## config.mk

```make
export PLATFORM = sky130hd
export DESIGN_NAME = uart_rx_stat
export DESIGN_NICKNAME = d
export VERILOG_FILES = /design/src/rtl/uart_rx_pkg.sv /design/src/rtl/rx_sync.sv /design/src/rtl/rx_tick.sv /design/src/rtl/rx_frame.sv /design/src/rtl/uart_rx_stat.sv
export SDC_FILE = /design/constraint.sdc
export NUM_CORES = 1
export LEC_CHECK = 0
export BUFFER_PORTS_ARGS = -buffer_cell sky130_fd_sc_hd__buf_2
export CELL_PAD_IN_SITES_DETAIL_PLACEMENT = 0
export CELL_PAD_IN_SITES_GLOBAL_PLACEMENT = 2
export CORE_MARGIN = 2
export CORE_UTILIZATION = 30
export DETAILED_ROUTE_END_ITERATION = 7
export MAX_ROUTING_LAYER = met4
export PLACE_DENSITY = 0.65
export SKIP_LAST_GASP = 1
export SYNTH_ARGS = -nofsm -noshare
export SYNTH_HDL_FRONTEND = slang
export SYNTH_HIERARCHICAL = 1
export SYNTH_SLANG_ARGS = --single-unit
```

## constraint.sdc

```tcl
create_clock -name clk -period 3.75 [get_ports clk]
set_input_delay 0.75 -clock clk [delete_from_list [all_inputs] [get_ports clk]]
set_output_delay 0.75 -clock clk [all_outputs]
set_load 0.01 [all_outputs]
```

## src/rtl/uart_rx_pkg.sv

```systemverilog
package uart_rx_pkg;
    localparam int DATA_W = 8;
    localparam int STAT_W = 12;
    localparam int OVS    = 16;

    localparam int ST_RDY  = 0;
    localparam int ST_OVR  = 1;
    localparam int ST_PAR  = 2;
    localparam int ST_FRM  = 3;
    localparam int ST_BRK  = 4;
    localparam int ST_BUSY = 11;

    typedef enum logic [2:0] {
        S_IDLE, S_START, S_DATA, S_PAR, S_STOP, S_WAIT
    } rx_state_e;
endpackage

```

## src/rtl/rx_sync.sv

```systemverilog
module rx_sync #(
    parameter int STAGES = 2
) (
    input  logic clk,
    input  logic rst_n,
    input  logic din,
    output logic dout
);
    logic [STAGES-1:0] sr_d, sr_q;

    always_comb begin
        sr_d = {sr_q[STAGES-2:0], din};
    end

    always_ff @(posedge clk or negedge rst_n) begin
        if (!rst_n) sr_q <= '1;
        else        sr_q <= sr_d;
    end

    assign dout = sr_q[STAGES-1];
endmodule

```

## src/rtl/rx_tick.sv

```systemverilog
module rx_tick #(
    parameter int DIV_W = 16
) (
    input  logic             clk,
    input  logic             rst_n,
    input  logic             restart,
    input  logic             div_one,
    input  logic [DIV_W-1:0] divisor,
    output logic             tick
);
    logic [DIV_W-1:0] pc_d, pc_q;
    logic [DIV_W-1:0] tdiv;

    always_comb begin
        if (div_one || divisor == '0) tdiv = DIV_W'(1);
        else                          tdiv = divisor;
        tick = 1'b0;
        pc_d = pc_q + 1'b1;
        if (restart) begin
            pc_d = '0;
        end else if (pc_q >= tdiv - 1'b1) begin
            tick = 1'b1;
            pc_d = '0;
        end
    end

    always_ff @(posedge clk or negedge rst_n) begin
        if (!rst_n) pc_q <= '0;
        else        pc_q <= pc_d;
    end
endmodule

```

## src/rtl/rx_frame.sv

```systemverilog
module rx_frame
    import uart_rx_pkg::*;
#(
    parameter int DIV_W = 16
) (
    input  logic              clk,
    input  logic              rst_n,
    input  logic              rx,
    input  logic              tick,
    input  logic [1:0]        word_len,
    input  logic              par_en,
    input  logic              par_even,
    input  logic              par_stick,
    input  logic              div_one,
    input  logic [DIV_W-1:0]  divisor,
    output logic              restart,
    output logic              busy,
    output logic              done,
    output logic [DATA_W-1:0] data,
    output logic              perr,
    output logic              ferr,
    output logic              brk
);
    typedef struct packed {
        rx_state_e        st;
        logic [DIV_W-1:0] cnt;
        logic [3:0]       bitn;
        logic [DATA_W-1:0] shreg;
        logic             par;
        logic             zeros;
        logic             perr;
    } frame_t;

    frame_t d, q;
    logic [DIV_W-1:0] len, half;
    logic [3:0]       nbits;
    logic             at_end, exp_par;

    always_comb begin
        len     = div_one ? divisor : DIV_W'(OVS);
        half    = len >> 1;
        nbits   = 4'd5 + {2'b00, word_len};
        at_end  = tick && (q.cnt == len - 1'b1);
        exp_par = par_stick ? ~par_even : (par_even ? q.par : ~q.par);
        d       = q;
        restart = 1'b0;
        done    = 1'b0;
        case (q.st)
            S_IDLE: if (!rx) begin
                d.st    = S_START;
                d.cnt   = '0;
                restart = 1'b1;
            end
            S_START: if (tick) begin
                if (q.cnt == half - 1'b1) begin
                    d.cnt = '0;
                    if (!rx) begin
                        d.st    = S_DATA;
                        d.bitn  = '0;
                        d.par   = 1'b0;
                        d.zeros = 1'b1;
                        d.perr  = 1'b0;
                    end else begin
                        d.st = S_IDLE;
                    end
                end else begin
                    d.cnt = q.cnt + 1'b1;
                end
            end
            S_DATA: if (at_end) begin
                d.shreg = {rx, q.shreg[DATA_W-1:1]};
                d.par   = q.par ^ rx;
                d.zeros = q.zeros & ~rx;
                d.cnt   = '0;
                d.bitn  = q.bitn + 1'b1;
                if (q.bitn == nbits - 1'b1) d.st = par_en ? S_PAR : S_STOP;
            end else if (tick) begin
                d.cnt = q.cnt + 1'b1;
            end
            S_PAR: if (at_end) begin
                d.perr  = (rx != exp_par);
                d.zeros = q.zeros & ~rx;
                d.cnt   = '0;
                d.st    = S_STOP;
            end else if (tick) begin
                d.cnt = q.cnt + 1'b1;
            end
            S_STOP: if (at_end) begin
                done = 1'b1;
                d.st = rx ? S_IDLE : S_WAIT;
            end else if (tick) begin
                d.cnt = q.cnt + 1'b1;
            end
            S_WAIT: if (rx) d.st = S_IDLE;
            default: d.st = S_IDLE;
        endcase
    end

    always_ff @(posedge clk or negedge rst_n) begin
        if (!rst_n) q <= '{st: S_IDLE, default: '0};
        else        q <= d;
    end

    assign busy = (q.st == S_START) || (q.st == S_DATA) ||
                  (q.st == S_PAR)   || (q.st == S_STOP);
    assign brk  = q.zeros & ~rx;
    assign ferr = ~rx & ~q.zeros;
    assign perr = q.perr & ~brk;
    assign data = q.shreg >> (4'(DATA_W) - nbits);


    no_bitcnt_ovf_chk: assert property (@(posedge clk) disable iff (!rst_n)
        (q.st == S_DATA) |-> (q.bitn < 4'(DATA_W)));
endmodule

```

## src/rtl/uart_rx_stat.sv

```systemverilog
module uart_rx_stat
    import uart_rx_pkg::*;
#(
    parameter int DIV_W = 16
) (
    input  logic              clk,
    input  logic              rst_n,
    input  logic              rx_i,
    input  logic [1:0]        word_len_i,
    input  logic              par_en_i,
    input  logic              par_even_i,
    input  logic              par_stick_i,
    input  logic              div_one_i,
    input  logic [DIV_W-1:0]  divisor_i,
    input  logic              rd_buf_i,
    input  logic              stat_wr_i,
    input  logic [4:1]        stat_w1c_i,
    output logic [DATA_W-1:0] rx_data_o,
    output logic [STAT_W-1:0] status_o
);
    typedef struct packed {
        logic [DATA_W-1:0] data;
        logic rdy, ovr, par, frm, brk;
    } buf_t;

    buf_t d, q;
    logic rx_s, tick, restart, busy, f_done, f_perr, f_ferr, f_brk, rdy_eff;
    logic [DATA_W-1:0] f_data;

    rx_sync #(.STAGES(2)) u_sync (
        .clk(clk), .rst_n(rst_n), .din(rx_i), .dout(rx_s));

    rx_tick #(.DIV_W(DIV_W)) u_tick (
        .clk(clk), .rst_n(rst_n), .restart(restart),
        .div_one(div_one_i), .divisor(divisor_i), .tick(tick));

    rx_frame #(.DIV_W(DIV_W)) u_frame (
        .clk(clk), .rst_n(rst_n), .rx(rx_s), .tick(tick),
        .word_len(word_len_i), .par_en(par_en_i), .par_even(par_even_i),
        .par_stick(par_stick_i), .div_one(div_one_i), .divisor(divisor_i),
        .restart(restart), .busy(busy), .done(f_done), .data(f_data),
        .perr(f_perr), .ferr(f_ferr), .brk(f_brk));

    always_comb begin
        d       = q;
        rdy_eff = q.rdy & ~rd_buf_i;
        d.rdy   = rdy_eff;
        if (stat_wr_i) begin
            if (stat_w1c_i[ST_OVR]) d.ovr = 1'b0;
            if (stat_w1c_i[ST_PAR]) d.par = 1'b0;
            if (stat_w1c_i[ST_FRM]) d.frm = 1'b0;
            if (stat_w1c_i[ST_BRK]) d.brk = 1'b0;
        end
        if (f_done) begin
            if (rdy_eff) begin
                d.ovr = 1'b1;
            end else begin
                d.data = f_data;
                d.rdy  = 1'b1;
                d.par  = d.par | f_perr;
                d.frm  = d.frm | f_ferr;
                d.brk  = d.brk | f_brk;
            end
        end
    end

    always_ff @(posedge clk or negedge rst_n) begin
        if (!rst_n) q <= '0;
        else        q <= d;
    end

    always_comb begin
        status_o          = '0;
        status_o[ST_RDY]  = q.rdy;
        status_o[ST_OVR]  = q.ovr;
        status_o[ST_PAR]  = q.par;
        status_o[ST_FRM]  = q.frm;
        status_o[ST_BRK]  = q.brk;
        status_o[ST_BUSY] = busy;
    end
    assign rx_data_o = q.data;


    rd_clears_ready_chk: assert property (@(posedge clk) disable iff (!rst_n)
        (rd_buf_i && !f_done) |=> !q.rdy);

    overrun_keeps_data_chk: assert property (@(posedge clk) disable iff (!rst_n)
        $rose(q.ovr) |-> ($stable(q.data) && q.rdy));

    break_masks_errs_chk: assert property (@(posedge clk) disable iff (!rst_n)
        $rose(q.brk) |-> (!$rose(q.par) && !$rose(q.frm)));

    ready_after_frame_chk: assert property (@(posedge clk) disable iff (!rst_n)
        $rose(q.rdy) |-> $past(busy));
endmodule

```

---- After elaboration in Yosys (flattened, before gate mapping) ----
Cells that the tools add are included.
word-level totals
  register bits ........................... 65
  input bits .............................. 31
  output and inout port bits .............. 20
  logic and storage cells ................. 127
cells by class
  add/sub/neg operators ................... 9
  magnitude comparators ................... 1
  equality and inequality tests ........... 19
  shift operators ......................... 1
  multiplexer cells ....................... 48
  bitwise gates (word level) .............. 15
  reductions and logical operators ........ 19
operator list
  kind                     count
  $mux W16                 8
  $pmux W16 S4             1
  $mux W3                  12
  $add A16 B1 Y16 const B  2
  $eq A16 B16 Y1           2
  $sub A16 B1 Y16 const B  2
  $mux W23                 1
  $mux W19                 1
  $pmux W3 S6              1
  $ge A16 B16 Y1           1
  $logic_not A16 Y1        1
  $sub A15 B1 Y16 const B  1
  $mux W14                 1
  $mux W1                  13
  $mux W4                  3
  $ne A2 B1 Y1 const B     6
  $reduce_and A5 Y1        2
  $ne A2 B2 Y1 const B     4
  $pmux W4 S2              1
  $reduce_and A8 Y1        1
  $shr A8 B4 Y8            1
  $not A1 Y1               7
  $eq A3 B2 Y1 const B     2
  $eq A3 B3 Y1 const B     2
  24 further kinds         36

---- Depth between registers and ports, before layout ----
Gate-level depths: netlist of run 1.
  depth in word-level cells ............... 11
  depth in mapped cells ................... 25
  gate-level depth less buffers ........... 23

---- Hierarchy ----
Netlist of run 1, hierarchy kept.
by module, submodules not included
  module        times used  cells an instance  area each (sq um)  seq. area each (sq um)
  rx_frame      1           464                3,712.3            850.8
  rx_tick       1           184                1,534.0            400.4
  uart_rx_stat  1           43                 589.3              325.3
  rx_sync       1           2                  52.6               52.6

---- Worst setup path after synthesis of run 1 ----
OpenSTA, ideal clock, no wires.
  path type ............................... input-to-reg
  start ................................... in divisor_i[2]
  end ..................................... reg u_frame/q[19] (netlist bit)
  setup time .............................. 0.118 ns
  arrival time ............................ 5.495 ns
  data required time ...................... 3.632 ns
  path slack .............................. -1.863 ns
  stages .................................. 24
  path buffers ............................ 2
  path through ............................ or4_4 -> nor3b_4 -> a31oi_1 -> nor2b_1 -> ha_1 -> nor2b_1 -> a22o_1 -> mux2_2 -> a22oi_1 -> ha_1 -> and4_1 -> o211ai_1 -> o21a_1 -> nor2_1 -> nand2_1 -> nor4_1 -> nand4b_1 -> nor4_4 -> a31oi_1 -> or3_1 -> buf_2 -> buf_6 -> a31o_1 -> a21o_1
between the ends
  longest elaborated chain between the ends .. 10
  elaborated cells between the ends (all ways) .. 22
  those cells by class .................... add/sub (3); order compare (1); eq/ne (4); mux (10); reduce/logical (4)
ends and longest elaborated chain
  item                                                      RTL line            text
  from (decl)                                               uart_rx_stat.sv:14  input logic [DIV_W-1:0] divisor_i,
  $logic_not A16 Y1                                         rx_tick.sv:15       if (div_one || divisor == '0) tdiv = DIV_W'(1);
  $logic_or A1 B1 Y1                                        rx_tick.sv:15
  $mux W16 (*)                                              rx_tick.sv:15
  $sub A16 B1 Y16 (*)                                       rx_tick.sv:21       end else if (pc_q >= tdiv - 1'b1) begin
  $ge A16 B16 Y1 (*)                                        rx_tick.sv:21
  $mux W1 (*)                                               rx_tick.sv:21
  $mux W1 (*)                                               rx_tick.sv:19       if (restart) begin
  named net tick                                            uart_rx_stat.sv:27  logic rx_s, tick, restart, busy, f_done, f_perr, f_ferr, f_brk, rdy_eff;
  $mux W16 / $logic_and A1 B1 Y1 (equally long branches)    -
  $mux W16, or another cell as far along                    -
  $pmux W16 S4 / $reduce_and A4 Y1 (equally long branches)  -
  to (signal assigned)                                      rx_frame.sv:100     if (!rst_n) q <= '{st: S_IDLE, default: '0};
  to (signal assigned)                                      rx_frame.sv:101     else q <= d;
  to (decl)                                                 rx_frame.sv:34      frame_t d, q;
Mark *: on every way through the listed nets, which the timed path passes. The rest lies on a longest branch. The select of a mux whose other input is x is not followed.
A chain may end at the register's enable or synchronous reset.

---- Worst setup path after layout of run 1 ----
  start ................................... in divisor_i[2]
  end ..................................... reg u_frame/q[27] (netlist bit)
The elaborated chain is that of the path after synthesis.

==> impl_metrics.env, run 1 <==
export IMPL_powerDensity_nw_per_um2=344
export IMPL_crit_arrival_ns=5.46
export IMPL_synth_warnings=6
export IMPL_antenna_found_initial=0
export IMPL_avgSynthCellArea_um2=8.50
export IMPL_p_seq_share_pct=30.6
export IMPL_route_detailed_drc=0
export IMPL_num_rows=51
export IMPL_maxSlewViolCount=0
export IMPL_gp_congestion=0.843
export IMPL_yosysSeqAreaShare_pct=27.7
export IMPL_nets=861
export IMPL_drtIter0Drc=282
export IMPL_yosysMostFrequentCell="nand2_1"
export IMPL_start_util_pct=30.5
export IMPL_clk_pin_slew_worst_paths_ns=0.06
export IMPL_violations="negative setup slack"
export IMPL_leakagePower_nw=3.30
export IMPL_whs_path_depth=0
export IMPL_synth_top_area_share_pct=26.8
export IMPL_cts_hold_buf=0
export IMPL_yosys_most_used_dff="dfrtp_1"
export IMPL_worstSetupPathDepth=27
export IMPL_syn_inst=693
export IMPL_cts_path_max_buffers=2
export IMPL_synth_seq_cells=65
export IMPL_routed_via_density=5.28
export IMPL_portBuffers=44
export IMPL_critPathRequiredTime_ns=3.98
export IMPL_globalRouteOverflowTotal=0
export IMPL_cts_sinks=65
export IMPL_peakVddDrop_uv=277
export IMPL_yosys_top_cells_count="nand2_1, dfrtp_1, nor2_1"
export IMPL_synth_largest_area_cell="dfrtp_1"
export IMPL_netlist_area_um2=5890
export IMPL_internal_power_w=0.00176
export IMPL_setup_tns_ns=-58.75
export IMPL_tightestPinTransition_ns=0.640
export IMPL_synth_edff_count=0
export IMPL_worstSetupStartpointType="primary input"
export IMPL_cp_end_kind="flop"
export IMPL_drive_gt1_share_pct=31.3
export IMPL_cp_max_fo=5
export IMPL_dieWidth_um=144
export IMPL_netlist_top_cells_area="dfrtp_1, ha_1, xnor2_1, xor2_1, nand2_1"
export IMPL_path_buf_inv=5
export IMPL_clockRootBuffer="clkbuf_16"
export IMPL_dp_hpwl_mm=13.9
export IMPL_vias=5676
export IMPL_synth_cell_types=83
export IMPL_ioPinCount=51
export IMPL_setup_ws_ns=-1.48
export IMPL_fin_skew_ns=0.0125
export IMPL_cpPeakStageDelay_ns=0.55
export IMPL_sw_frac_of_total_pct=33.9
export IMPL_die_area_um2=20800
export IMPL_h_tree_depth=3
export IMPL_track_usage_pct=19.3
export IMPL_multi_input_area_um2=4250
export IMPL_pwr_share_comb_pct=34.5
export IMPL_fillCellCount=1952
export IMPL_slew_headroom_pct=57.3
export IMPL_rsz0062_at_grt="true"
export IMPL_grt_max_degree=35
export IMPL_wl_mm=18.9
export IMPL_crit_family="simple AND/OR/NAND/NOR gates"
export IMPL_p_sw_w=0.000901
export IMPL_diodes=0
export IMPL_hold_viol=0
export IMPL_async_flop_share_pct=100
export IMPL_slowest_stage="or4_4"
export IMPL_max_cap_violations=0
export IMPL_timing_final_crit_share_pct=139
export IMPL_reg2reg_depth=18
export IMPL_numCtsBuffers=9
export IMPL_min_period_ns=5.23
export IMPL_dr_pass1_iters=5
export IMPL_ant_nets=0
export IMPL_cts_tree="done"
export IMPL_grt_pass1_wl_mm=30.4
export IMPL_dpl_instance_area_um2=6920
export IMPL_dieHeight_um=144
export IMPL_core_area_um2=19300
export IMPL_power_frac_clock_pct=34.8
export IMPL_postLayoutCellArea_um2=7730
export IMPL_routedWlPerCell_um=17.6
export IMPL_clock_latency_ns=0.34
export IMPL_syn_to_final_growth_pct=31.2
export IMPL_crit_type="in -> reg"
export IMPL_grt_pass1_vias=5760
export IMPL_setup_viol=63
export IMPL_seqCellArea_um2=1630
export IMPL_status="complete, but fails checks"
export IMPL_hp_class="reg -> reg"
export IMPL_fmax_ghz=0.191
placed cells by master (no fill, tap or decap), types with 7 or more instances in the layout:
master     Yosys  final
buf_4          7     89
mux2_4         7      8
and3_1         7      7
nor4_1        12      8
or3_1         13     12
buf_2          6     42
o21ai_0       23     17
a21o_1        13     13
ha_1          24     23
nand3_1       25     25
a21oi_1       19     17
dfrtp_1       63     63
nor3_1        26     25
nor2b_1       15     13
o211ai_1      11     11
buf_6          3     15
xor2_1        28     28
clkbuf_16      0      9
o21ai_1        3      7
xnor2_1       34     34
nor3b_1        7      7
nand2_1       65     64
nor2_1        52     40
nand4_1        9      9
inv_1         16     15
mux2i_1        9      9
nand2b_1      11     11
nor2_4         0     10
mux2_2        10      9
registers in the layout, summed over array words and instances, names as in the netlist:
name	count
u_frame/q	34
status_o	5
u_sync/sr_q	2
rx_data_o	8
u_tick/pc_q	16
repair_timing:
item / CTS / global route
setup buffers: 21 / 9
pin swaps: 10 / 26
hold endpoints to repair: 0 / 0
setup endpoints to repair: 63 / 63
cloned: 3 / 1
gates resized for setup: 31 / 48
cell type report:
class	count	share of cell area (%)
inverter	17	0.858
clock buffer	9	2.91
sequential	65	21.1
tap	265	4.29
multi-input combinational	563	54.9
timing repair buffer	150	14.6
clock inverter	7	1.31
stage by stage:
step / instances / hold slack, ns / setup WS (ns) / utilization (%) / total power [W]
floorplan: 698 / 0.345 / -1.66 / - / 0.00130
global placement: 1040 / 0.348 / -1.73 / 35.8 / 0.00156
detailed placement: 1040 / 0.349 / -1.83 / 35.8 / 0.00157
CTS: 1080 / 0.358 / -1.39 / 39.2 / 0.00262
global route: 1076 / 0.364 / -1.65 / 40.0 / 0.00281
finish: 1076 / 0.356 / -1.48 / 40.0 / 0.00266
kinds of logic after synthesis:
logic type | share of synthesized area [%]
adder cells (fa/ha/maj) | 5.10
XOR/XNOR | 9.60
buffers and inverters | 5.55
flip-flops | 27.7
AO/OA/AOI/OAI | 16.2
other | 0.0637
multiplexers | 7.14
AND/OR/NAND/NOR | 28.6
worst paths after layout:
check | start | to | slack [ns]
max | divisor_i[2] | u_frame/q[27] | -1.48
min | u_sync/sr_q[0] | u_sync/sr_q[1] | 0.36
max reg2reg | u_tick/pc_q[1] | u_frame/q[27] | 0.32
min reg2reg | u_sync/sr_q[0] | u_sync/sr_q[1] | 0.36
max in group asynchronous | rst_n | u_sync/sr_q[0] | 2.43
min in group asynchronous | rst_n | u_tick/pc_q[2] | 0.44
layer usage:
layer	track usage (%)	share of wire (%)	wire, um	up-vias
li1	-	-	-	2744
met1	25.1	47	8860	2804
met2	31.1	48	9000	95
met3	2.88	3.0	570	33
met4	6.14	2.5	463	0
met5	-	0	0	-
power by group through the flow:
stage          Combinational (W)  Sequential (W)  Clock [W]
5_1_grt                  0.00100        0.000824   0.000985
3_5_place_dp            0.000741        0.000827          0
6_report                0.000919        0.000815   0.000927
3_3_place_gp            0.000729        0.000826          0
2_1_floorplan           0.000513        0.000786          0
4_1_cts                 0.000853        0.000814   0.000956
Note: power is estimated with default switching activity, not from simulation.
==> inputs of run 2 (changes only) <==
--- a/config.mk
+++ b/config.mk
@@ -5,7 +5,7 @@
 export SDC_FILE = /design/constraint.sdc
 export NUM_CORES = 1
 export LEC_CHECK = 0
-export BUFFER_PORTS_ARGS = -buffer_cell sky130_fd_sc_hd__buf_2
+export BUFFER_PORTS_ARGS = -buffer_cell sky130_fd_sc_hd__buf_4
 export CELL_PAD_IN_SITES_DETAIL_PLACEMENT = 0
 export CELL_PAD_IN_SITES_GLOBAL_PLACEMENT = 2
 export CORE_MARGIN = 2
==> run 2 against run 1 <==
Die area is the same. Largest cell class unchanged. Global-route usage is essentially flat. Critical path type unchanged. Highest routed layer unchanged. Clock power shrank 6.5%. Largest power group unchanged. Maximum frequency shrank 0.91%. Combinational power shrank 8.3%. Non-clock buffer count shrank 7. Hold slack gained 0.0017 ns. Clock-buffer cell count is the same. The run still ends with negative setup slack left. Critical path depth shrank 2. Wire length is essentially flat. Sequential power is essentially flat. First-iteration DRC count shrank 18%.
==> impl_metrics.env, run 2 (synthesis results as in run 1) <==
export IMPL_core_area_um2=19300
export IMPL_h_tree_depth=3
export IMPL_sw_frac_of_total_pct=35.0
export IMPL_dp_hpwl_mm=13.9
export IMPL_slew_headroom_pct=40.3
export IMPL_critPathRequiredTime_ns=3.98
export IMPL_multi_input_area_um2=4180
export IMPL_hp_class="reg -> reg"
export IMPL_crit_arrival_ns=5.51
export IMPL_post_route_util_pct=39.4
export IMPL_nets=854
export IMPL_largest_reg_flops=34
export IMPL_tightestPinTransition_ns=0.895
export IMPL_postLayoutCellArea_um2=7620
export IMPL_stdcell_count=1069
export IMPL_dieWidth_um=144
export IMPL_power_w=0.00253
export IMPL_setup_viol=63
export IMPL_placed_cells=1039
export IMPL_num_rows=51
export IMPL_diodes=0
export IMPL_cp_end_kind="flop"
export IMPL_numCtsBuffers=9
export IMPL_cts_path_max_buffers=2
export IMPL_peakVddDrop_uv=255
export IMPL_worstSetupStartpointType="primary input"
export IMPL_grt_pass1_vias=5701
export IMPL_top_register="u_frame/q"
export IMPL_die_area_um2=20800
export IMPL_fmax_ghz=0.190
export IMPL_portBuffers=44
export IMPL_violations="negative setup slack"
export IMPL_max_cap_violations=0
export IMPL_globalRouteOverflowTotal=0
export IMPL_maxSlewViolCount=0
export IMPL_wl_mm=18.9
export IMPL_cp_max_fo=8
export IMPL_seqCellArea_um2=1630
export IMPL_antenna_found_initial=0
export IMPL_routedWlPerCell_um=17.7
export IMPL_gp_congestion=0.851
export IMPL_ant_nets=0
export IMPL_grt_pass1_wl_mm=30.2
export IMPL_clk_pin_slew_worst_paths_ns=0.06
export IMPL_power_frac_clock_pct=34.3
export IMPL_pwr_share_comb_pct=33.3
export IMPL_layout_commonest_cell="buf_4"
export IMPL_dpl_instance_area_um2=7020
export IMPL_status="complete, but fails checks"
export IMPL_drive_gt1_share_pct=29.4
export IMPL_fillCellCount=1953
export IMPL_r2r_start="u_tick/pc_q[1]"
export IMPL_dieHeight_um=144
export IMPL_powerDensity_nw_per_um2=332
export IMPL_setup_ws_ns=-1.53
export IMPL_mostFrequentLayoutCells="buf_4, dfrtp_1, nand2_1, nor2_1, xnor2_1"
export IMPL_hold_viol=0
export IMPL_rsz0062_at_grt="true"
export IMPL_routed_via_density=5.28
export IMPL_grt_max_degree=66
export IMPL_clock_latency_ns=0.34
export IMPL_fin_skew_ns=0.00852
export IMPL_start_util_pct=30.5
export IMPL_p_seq_share_pct=32.4
export IMPL_cts_sinks=65
export IMPL_ioPinCount=51
export IMPL_hp_start="u_sync/sr_q[0]"
export IMPL_internal_power_w=0.00164
export IMPL_timing_final_crit_share_pct=141
export IMPL_crit_type="in -> reg"
export IMPL_dr_pass1_iters=7
export IMPL_p_sw_w=0.000885
export IMPL_place_ws_ns=-1.85
export IMPL_cts_tree="done"
export IMPL_min_period_ns=5.28
export IMPL_drtIter0Drc=230
export IMPL_syn_to_final_growth_pct=29.4
export IMPL_vias=5646
export IMPL_clockRootBuffer="clkbuf_16"
export IMPL_leakagePower_nw=3.27
export IMPL_track_usage_pct=19.3
export IMPL_route_detailed_drc=0
export IMPL_worstSetupStartpoint="divisor_i[2]"
==> run 2: cell count changes in the layout (fill, tap and decap cells not counted), moves of 3 or more <==
cell,change
buf_12,-3
o21ai_0,+3
buf_4,+43
buf_2,-40
buf_6,-7
nor2_1,+10
nor2_4,-8
==> run 2: metal layers <==
layer	wire [um]	up-vias	GRT usage [%]
li1	-	2735	-
met1	8940	2799	25.1
met2	9160	87	31.5
met3	460	25	2.95
met4	325	0	5.52
met5	0	-	-
==> run 2: what timing repair did <==
action,4_1_cts,5_1_grt
setup buffers,5,5
hold buffers,0,0
cloned,4,0
pin swaps,12,4
gates resized for setup,31,14
endpoints found under the setup margin,63,63
==> run 2: critical path, cell delays in order <==
cell	delay, ns
buf_6	0.09
or4_4	0.56
nor3b_4	0.24
a31oi_2	0.12
nor2b_4	0.15
ha_4	0.15
nor2b_4	0.11
a22o_1	0.23
mux2_4	0.31
a22oi_2	0.11
ha_1	0.13
and4_1	0.20
o211ai_1	0.13
o21a_1	0.22
nor2_4	0.13
nand2_2	0.08
nor4_4	0.15
nand4b_1	0.18
buf_4	0.19
nor4_4	0.17
a31oi_2	0.14
or3_4	0.40
buf_6	0.16
a31o_2	0.23
a21o_1	0.17
==> run 2: layout make-up <==
type	instances	area share (%)
Clock buffer	9	2.96
Clock inverter	7	1.03
Multi-Input combinational cell	563	54.9
Timing Repair Buffer	143	14.6
Tap cell	265	4.35
Sequential cell	65	21.4
Inverter	17	0.837
==> run 2: path summary, 6_finish.rpt <==
| kind | end | slack [ns] | cells past startpoint |
|---|---|---|---|
| max | u_frame/q[26] | -1.53 | 25 |
| min | u_sync/sr_q[1] | 0.36 | 0 |
| max reg2reg | u_frame/q[26] | 0.25 | 17 |
| min reg2reg | u_sync/sr_q[1] | 0.36 | 0 |
| max in group asynchronous | u_frame/q[19] | 2.63 | 1 |
| min in group asynchronous | u_tick/pc_q[8] | 0.51 | 1 |
==> run 2: power by group through the flow <==
stage                     Sequential, W  Clock (W)  Combinational, W
after floorplan                0.000786          0          0.000513
after global routing           0.000825   0.000925          0.000926
after detailed placement       0.000828          0          0.000750
final                          0.000818   0.000867          0.000843
after global placement         0.000826          0          0.000737
after CTS                      0.000816   0.000894          0.000812
==> run 2: per-stage QoR <==
| stage | hold WS (ns) | TNS (ns) |
|---|---|---|
| 2_1_floorplan | 0.345 | -68.70 |
| 3_3_place_gp | 0.347 | -77.05 |
| 3_5_place_dp | 0.350 | -82.48 |
| 4_1_cts | 0.359 | -56.35 |
| 5_1_grt | 0.366 | -73.87 |
| 6_report | 0.358 | -59.20 |
